### src/rtl/apb_lifecycle_monitor.sv
module apb_lifecycle_monitor #(
  parameter int ADDR_W = 16,
  parameter int DATA_W = 32,
  parameter int WAIT_W = 8
) (
  input  logic              clk,
  input  logic              rst_n,
  input  logic              bus_sel,
  input  logic              bus_enable,
  input  logic              bus_ready,
  input  logic              bus_write,
  input  logic [ADDR_W-1:0] bus_addr,
  input  logic [DATA_W-1:0] bus_wdata,
  input  logic [DATA_W-1:0] bus_rdata,
  output logic              viol_o,
  output logic [2:0]        viol_code_o,
  output logic              done_o,
  output logic [WAIT_W-1:0] wait_cnt_o,
  output logic              b2b_o,
  output logic [DATA_W-1:0] rdata_o
);

  localparam logic [WAIT_W-1:0] WAIT_MAX = {WAIT_W{1'b1}};

  typedef enum logic [1:0] {PH_IDLE, PH_SETUP, PH_WAIT, PH_DONE} phase_t;

  phase_t            ph;
  logic [WAIT_W-1:0] cnt;
  logic [ADDR_W-1:0] cap_addr;
  logic [DATA_W-1:0] cap_wdata;
  logic              cap_write;
  logic [2:0]        err;

  wire is_setup  = bus_sel & ~bus_enable;
  wire is_access = bus_sel & bus_enable;
  wire legal_in  = (ph == PH_SETUP) || (ph == PH_WAIT);
  wire completes = is_access & bus_ready & legal_in;
  wire ctl_moved = (bus_addr != cap_addr) || (bus_write != cap_write);
  wire wd_moved  = cap_write && (bus_wdata != cap_wdata);

  always_comb begin
    err = 3'd0;
    if (ph == PH_SETUP && !is_access)                 err = 3'd1;
    else if (ph == PH_WAIT && !is_access)             err = 3'd6;
    else if (bus_enable && ph == PH_DONE)             err = 3'd5;
    else if (bus_enable && ph == PH_IDLE)             err = 3'd2;
    else if (is_access && legal_in && ctl_moved)      err = 3'd3;
    else if (is_access && legal_in && wd_moved)       err = 3'd4;
  end

  always_ff @(posedge clk or negedge rst_n) begin
    if (!rst_n) begin
      ph          <= PH_IDLE;
      cnt         <= '0;
      cap_addr    <= '0;
      cap_wdata   <= '0;
      cap_write   <= 1'b0;
      viol_o      <= 1'b0;
      viol_code_o <= 3'd0;
      done_o      <= 1'b0;
      wait_cnt_o  <= '0;
      b2b_o       <= 1'b0;
      rdata_o     <= '0;
    end else begin
      if (is_setup)       ph <= PH_SETUP;
      else if (is_access) ph <= bus_ready ? PH_DONE : PH_WAIT;
      else                ph <= PH_IDLE;

      if (is_access && !bus_ready) cnt <= (cnt == WAIT_MAX) ? cnt : cnt + 1'b1;
      else                         cnt <= '0;

      if (is_setup) begin
        cap_addr  <= bus_addr;
        cap_wdata <= bus_wdata;
        cap_write <= bus_write;
      end

      viol_o      <= (err != 3'd0);
      viol_code_o <= err;
      done_o      <= completes;
      wait_cnt_o  <= completes ? cnt : '0;
      b2b_o       <= is_setup && (ph == PH_DONE);
      if (completes && !cap_write) rdata_o <= bus_rdata;
    end
  end

  assert_code_matches_pulse_R2: assert property (@(posedge clk) disable iff (!rst_n)
    viol_o == (viol_code_o != 3'd0));

  assert_single_completion_R4: assert property (@(posedge clk) disable iff (!rst_n)
    done_o |=> !done_o);

  assert_b2b_after_done_R11: assert property (@(posedge clk) disable iff (!rst_n)
    b2b_o |-> $past(done_o));

  assert_wait_only_on_done_R5: assert property (@(posedge clk) disable iff (!rst_n)
    !done_o |-> wait_cnt_o == '0);

  assert_setup_then_access_R2: assert property (@(posedge clk) disable iff (!rst_n)
    (bus_sel && !bus_enable) ##1 !(bus_sel && bus_enable) |=> viol_o && viol_code_o == 3'd1);

  assert_rdata_held_R12: assert property (@(posedge clk) disable iff (!rst_n)
    !done_o |-> $stable(rdata_o));

endmodule

### config.mk
export PLATFORM = sky130hd
export DESIGN_NAME = apb_lifecycle_monitor
export DESIGN_NICKNAME = d
export VERILOG_FILES = /design/src/rtl/apb_lifecycle_monitor.sv
export SDC_FILE = /design/constraint.sdc
export NUM_CORES = 1
export LEC_CHECK = 0
export BUFFER_PORTS_ARGS = -buffer_cell sky130_fd_sc_hd__clkbuf_2
export CORE_MARGIN = 3
export CORE_UTILIZATION = 55
export CTS_CLUSTER_SIZE = 14
export DETAILED_ROUTE_END_ITERATION = 8
export PLACE_DENSITY = 0.87
export SLEW_MARGIN = 0
export SYNTH_ARGS = -nofsm -noshare
export SYNTH_HDL_FRONTEND = slang
export SYNTH_SLANG_ARGS = --single-unit
### constraint.sdc
create_clock -name clk -period 4.5 [get_ports clk]
set_input_delay 0.9 -clock clk [delete_from_list [all_inputs] [get_ports clk]]
set_output_delay 0.9 -clock clk [all_outputs]
set_load 0.005 [all_outputs]
==> out/qor.txt, run 1 <==
Synth Warn # = 0
DIE AREA = 9360 um^2
Routability Congestion = 0.753
maximum clock insertion buffer count = 2
CP most frequent cell = nand2_1
final setup violation count = 0
drt total wl = 8.68 mm
max-slew violations = 0
vias per cell = 5.23
commonest non-fill, non-tap cell in the layout = clkbuf_2
top-area cell type share of the netlist area = 58.0%
Critical Path Fanout Max = 32
layout cells sized above 1 = 49.9%
Synth cell types = 33
final non-filler cell area = 5520 um^2
vias in the first global route = 3,096
Routed Antenna Nets = 0
number of H-tree levels = 3
TritonCTS clock tree = done
hold buffer count at cts = 0
shortest period the worst path allows = 2.06 ns
startpoint types = primary input
RSZ-0062 raised after global routing = no
hpwl dp = 6.70 mm
slowest stage delay, CP = 0.39 ns
number of buffers created by CTS = 9
Initial DRC Count = 119
n_diodes = 0
Slew headroom = 42.5%
status = complete, no violations
Critical Path Slowest Stage Cell = mux2_2
clock slew at reported path FFs = 0.09 ns
drt wl/cell = 15.3 um
Hold WC Path Type = reg -> reg
port buffer count = 131
synth top area cells = dfrtp_1 (58%), mux2_2 (20%), xor2_1 (7.2%), xnor2_1 (2.7%), ha_1 (1.4%)
Pleak = 2.68 nW
sequential share of the synthesized area = 58.0%
worst-path cell chain = clkbuf_2, nand2_1, inv_2, nand2_1, nor3_4, buf_4, mux2_2
Pre-antenna DRT Iters = 4
Overflow after GRT = 0
# IOs = 132
core area = 7850 um^2
Die W = 96.8 um
Mapped Avg Cell Area = 13.9 um^2
initial antenna violation count = 0
max-cap viol count = 0
syn_nets = 417
dominant synthesized flop cell = dfrtp_1
GRT Total Usage = 19.2%
worst vdd ir = 0.208 mV
Synth Cell Area = 4530 um^2
most frequent cells in the layout = clkbuf_2 (130), dfrtp_1 (105), mux2_2 (80)
Crit Path Class = in -> reg
CP Capture Type = flop
Yosys top cell by area = dfrtp_1
Post-DP Area = 5310 um^2
Setup Skew = 0.0181 ns
effective utilization at floorplan = 57.7%
CTS root buf = clkbuf_8
largest net degree at the start of global routing = 72
Area Overhead vs Synth = 21.8%
final hold violations = 0
Die Ht = 96.8 um
first-pass GRT wire length = 14.6 mm
Final #Nets = 553
number of synthesized register bits = 105
worst slew pin tran = 0.862 ns
CP Data Required Time = 4.74 ns
pwr/cell area = 414 nW/um^2
Inst Count DP = 553
Setup Fix Bufs, Post-CTS = 0
final cell count without fillers = 569
number of gates resized after CTS = 0
worst-skew pair later-pin latency = 0.37 ns
Final Cycle Share = 45.9%
Max Fclk = 485 MHz
clock sink count = 105
DR vias = 2,974
Async SR Flop Fraction = 100%
TNS Setup = 0 ns
floorplan row count = 32
arrival time at the worst endpoint = 2.30 ns
Post-synth EDFFs = 0
DRC = 0
Mapped Cells = 326
==> through the flow <==
step / hold WS [ns] / util (%) / worst slack (ns) / power [mW]
3_3_place_gp: 0.466 / 67.6 / 2.12 / 1.67
3_5_place_dp: 0.492 / 67.6 / 2.06 / 1.71
6_report: 0.507 / 70.3 / 2.44 / 2.29
4_1_cts: 0.514 / 70.3 / 2.45 / 2.31
2_1_floorplan: 0.483 / - / 2.43 / 1.47
5_1_grt: 0.529 / 70.3 / 2.34 / 2.42
==> power by group <==
group / switching, mW / internal [mW]
Combinational: 0.189 / 0.275
Clock: 0.325 / 0.280
Sequential: 0.102 / 1.12
Total: 0.616 / 1.67
==> cells in the mapped netlist (all sizes together) (5+ instances only) <==
master and count:
nor2 7, nor4 9, nand4 7, xor2 37, nand3 5, ha 5, buf 6, nand2 9
dfrtp 105, xnor2 14, mux2 81, and2 9
==> cells by family (layout without fill, tap and decap cells) <==
logic type                 count (synthesis)  count (layout)  synth area share [%]
DFF                                      105             105                  58.0
muxes                                     82              82                  20.3
and+or+nand+nor                           56              56                  6.82
xor gates and xnor gates                  51              51                  9.86
AOI/OAI and AO/OA                         14              14                  2.21
buffers and inverters                     13             154                  1.41
adders and majority gates                  5               5                  1.38
==> routing by layer <==
metal,global-route usage [%],wire length [um],vias up,share of wire (%)
met3,3.89,416,22,4.8
li1,-,-,1403,-
met1,23.2,3460,1467,40
met2,32.8,4540,82,52
met4,9.61,270,0,3.1
met5,0,0,-,0
==> layout make-up <==
class	count	area, um^2
Multi-Input combinational cell	208	1850
Fill cell	572	2330
Tap cell	102	128
Sequential cell	105	2630
Inverter	4	15.0
Clock buffer	10	138
Clock inverter	6	76.3
Timing Repair Buffer	134	681
==> final timing paths <==
kind	start	end	slack, ns	cells after the start
max	bus_enable	rdata_o[27]	2.44	7
min	rdata_o[7]	rdata_o[7]	0.51	1
max reg2reg	ph[1]	rdata_o[27]	2.56	6
min reg2reg	rdata_o[7]	rdata_o[7]	0.51	1
max in group asynchronous	rst_n	cap_wdata[4]	2.87	2
min in group asynchronous	rst_n	rdata_o[0]	0.64	1
==> flip-flops by register name, summed over array words and instances, names as in the netlist <==
register     count
wait_cnt_o       8
cap_write        1
cap_addr        16
cnt              8
viol_code_o      3
cap_wdata       32
rdata_o         32
ph               2
done_o           1
b2b_o            1
viol_o           1
==> critical path, delay by kind of cell <==
family	cells	cell delay [ns]
buf+inv	3	0.63
simple gates	3	0.37
mux	1	0.39
No activity file was read; power rests on OpenSTA's default activity.
==> inputs of run 2 (changes only) <==
--- a/config.mk
+++ b/config.mk
@@ -7,10 +7,10 @@
 export LEC_CHECK = 0
 export BUFFER_PORTS_ARGS = -buffer_cell sky130_fd_sc_hd__clkbuf_2
 export CORE_MARGIN = 3
-export CORE_UTILIZATION = 55
+export CORE_UTILIZATION = 52
 export CTS_CLUSTER_SIZE = 14
 export DETAILED_ROUTE_END_ITERATION = 8
-export PLACE_DENSITY = 0.87
+export PLACE_DENSITY = 0.83
 export SLEW_MARGIN = 0
 export SYNTH_ARGS = -nofsm -noshare
 export SYNTH_HDL_FRONTEND = slang
==> constraint.sdc (replaced) <==
create_clock -name clk -period 1.96 [get_ports clk]
set_input_delay 0.392 -clock clk [delete_from_list [all_inputs] [get_ports clk]]
set_output_delay 0.392 -clock clk [all_outputs]
set_load 0.005 [all_outputs]
==> run 2 against run 1 <==
Effect of this change:
- via count decreased by 0.61%
- global-route usage is 0.47 points lower
- count of clock-buffer cells in the layout is the same
- wire length is 1.7% higher
- core utilization down 3.0 points
- register-to-register slack lost 2.4 ns
- die area grew 5.4%
- hold slack worse by 0.27 ns
- critical path depth decreased by 1
- critical path type is now reg -> reg
- highest routed layer unchanged
==> out/qor.txt, run 2 (synthesis results as in run 1) <==
status = complete, no violations
final setup violation count = 0 (unchanged)
layout cells sized above 1 = 50.1% (+0.21 points)
Slew headroom = 69.4% (+27 points)
Overflow after GRT = 0 (unchanged)
drt wl/cell = 15.3 um (+0.50%)
Critical Path Fanout Max = 32 (unchanged)
port buffer count = 131 (unchanged)
final setup margin = 0.149 ns (-2.29 ns)
Routability Congestion = 0.739 (-1.9%)
Setup Skew = 0.0124 ns (-0.00568 ns)
drt total wl = 8.83 mm (+1.7%)
worst vdd ir = 0.461 mV (+120%)
number of buffers created by CTS = 9 (unchanged)
TritonCTS clock tree = done
Final #Nets = 557 (+0.72%)
DRC = 0 (unchanged)
clock power share = 27.9% (+1.4 points)
vias in the first global route = 3,077 (-0.61%)
Die Ht = 99.4 um (+2.7%)
GRT Total Usage = 18.8% (-0.47 points)
CP Capture Type = flop
pwr/cell area = 956 nW/um^2 (+130%)
CP Launch Point = ph[0]
initial antenna violation count = 0 (unchanged)
Max Fclk = 552 MHz
Post-DP Area = 5380 um^2 (+1.4%)
Final Util = 67.4% (-3.0 points)
CTS root buf = clkbuf_8
hpwl dp = 6.66 mm (-0.51%)
dpl ws = 0.0710 ns (-1.99 ns)
biggest regs = cap_wdata: 32 flops, rdata_o: 32 flops, cap_addr: 16 flops
worst slew pin tran = 0.458 ns (-0.405 ns)
shortest period the worst path allows = 1.81 ns
clock slew at reported path FFs = 0.10 ns (about the same)
maximum clock insertion buffer count = 2 (unchanged)
number of gates resized after CTS = 0 (unchanged)
core area = 8340 um^2 (+6.3%)
Initial DRC Count = 43 (-64%)
Critical Path Slowest Stage Cell = dfrtp_1
worst-skew pair later-pin latency = 0.37 ns (about the same)
final non-filler cell area = 5620 um^2 (+1.8%)
switch share = 26.1% (-0.83 points)
max-slew violations = 0 (unchanged)
final hold violations = 0 (unchanged)
FF-to-FF Start = ph[0]
internal power = 3.97 mW (+140%)
effective utilization at floorplan = 54.3% (-3.4 points)
DR vias = 2,956 (-0.61%)
Hold WC Path Type = in -> reg
Power, Total = 5.37 mW (+130%)
number of H-tree levels = 3 (unchanged)
Routed Antenna Nets = 0 (unchanged)
slowest stage delay, CP = 0.39 ns (about the same)
# IOs = 132 (unchanged)
Pleak = 2.71 nW (+1.3%)
Min-Delay Startpoint = bus_rdata[7]
sequential share of power = 51.9% (-1.3 points)
Area Overhead vs Synth = 24.0%
floorplan row count = 33 (+3.1%)
worst-path cell chain = inv_1, ha_1, nand2_1, nor3_4, buf_12, mux2_2
clock sink count = 105 (unchanged)
TNS Setup = 0 ns (unchanged)
most frequent cells in the layout = clkbuf_2 (130), dfrtp_1 (105), mux2_2 (80)
commonest non-fill, non-tap cell in the layout = clkbuf_2
Psw = 1.40 mW (+130%)
largest net degree at the start of global routing = 62 (-14%)
CP Data Required Time = 2.21 ns (-2.53 ns)
Die W = 99.4 um (+2.7%)
max-cap viol count = 0 (unchanged)
Top delay family on crit path = flip-flops
Buffers & Inverters on Critical Path = 2 (-1)
Crit Path Class = reg -> reg
DIE AREA = 9870 um^2 (+5.4%)
first-pass GRT wire length = 14.5 mm (-0.85%)
Final Cycle Share = 92.4%
n_diodes = 0 (unchanged)
RSZ-0062 raised after global routing = no
startpoint types = flop
combinational power share = 20.2% (about the same)
vias per cell = 5.13 (-1.8%)
Pre-antenna DRT Iters = 4 (unchanged)
arrival time at the worst endpoint = 2.07 ns (-0.23 ns)
[run 2: per-layer routing]
metal | part of all wire, % | routed length (um) | global-route usage (%) | vias to the layer above
li1 | - | - | - | 1424
met1 | 41 | 3600 | 22.5 | 1445
met2 | 53 | 4650 | 33.1 | 78
met3 | 5.0 | 438 | 3.79 | 9
met4 | 1.6 | 142 | 7.56 | 0
met5 | 0 | 0 | 0 | -
[run 2: power by group through the flow]
stage          Combinational [mW]  Sequential, mW  Clock [mW]
2_1_floorplan               0.554            2.82           0
3_3_place_gp                 1.07            2.80           0
3_5_place_dp                 1.11            2.84           0
4_1_cts                      1.12            2.79        1.53
5_1_grt                      1.20            2.84        1.61
6_report                     1.09            2.79        1.50
[run 2: per-stage QoR]
stage,instances,hold slack [ns]
2_1_floorplan,326,0.0964
3_3_place_gp,559,0.409
3_5_place_dp,559,0.410
4_1_cts,576,0.219
5_1_grt,576,0.226
6_report,576,0.234
[run 2: path summary, 6_finish.rpt]
check	endpoint	cells past startpoint	slack, ns
min in group asynchronous	rdata_o[10]	3	0.55
setup / recovery	rdata_o[11]	6	0.15
max in group asynchronous	cap_wdata[16]	3	1.11
setup reg to reg	rdata_o[11]	6	0.15
hold / removal	rdata_o[7]	2	0.23
hold reg to reg	rdata_o[7]	1	0.50
[run 2: final cells by class]
type	instances	area (um^2)
sequential	105	2630
clock inverter	6	88.8
fill	643	2720
timing repair buffer	138	763
inverter	4	15.0
tap	105	131
multi-input combinational	208	1850
clock buffer	10	138
[run 2: what timing repair did]
| item | in CTS | in global routing |
|---|---|---|
| buffers inserted | 0 | 0 |
| endpoints found under the hold margin | 8 | 0 |
| hold buffers | 1 | 0 |
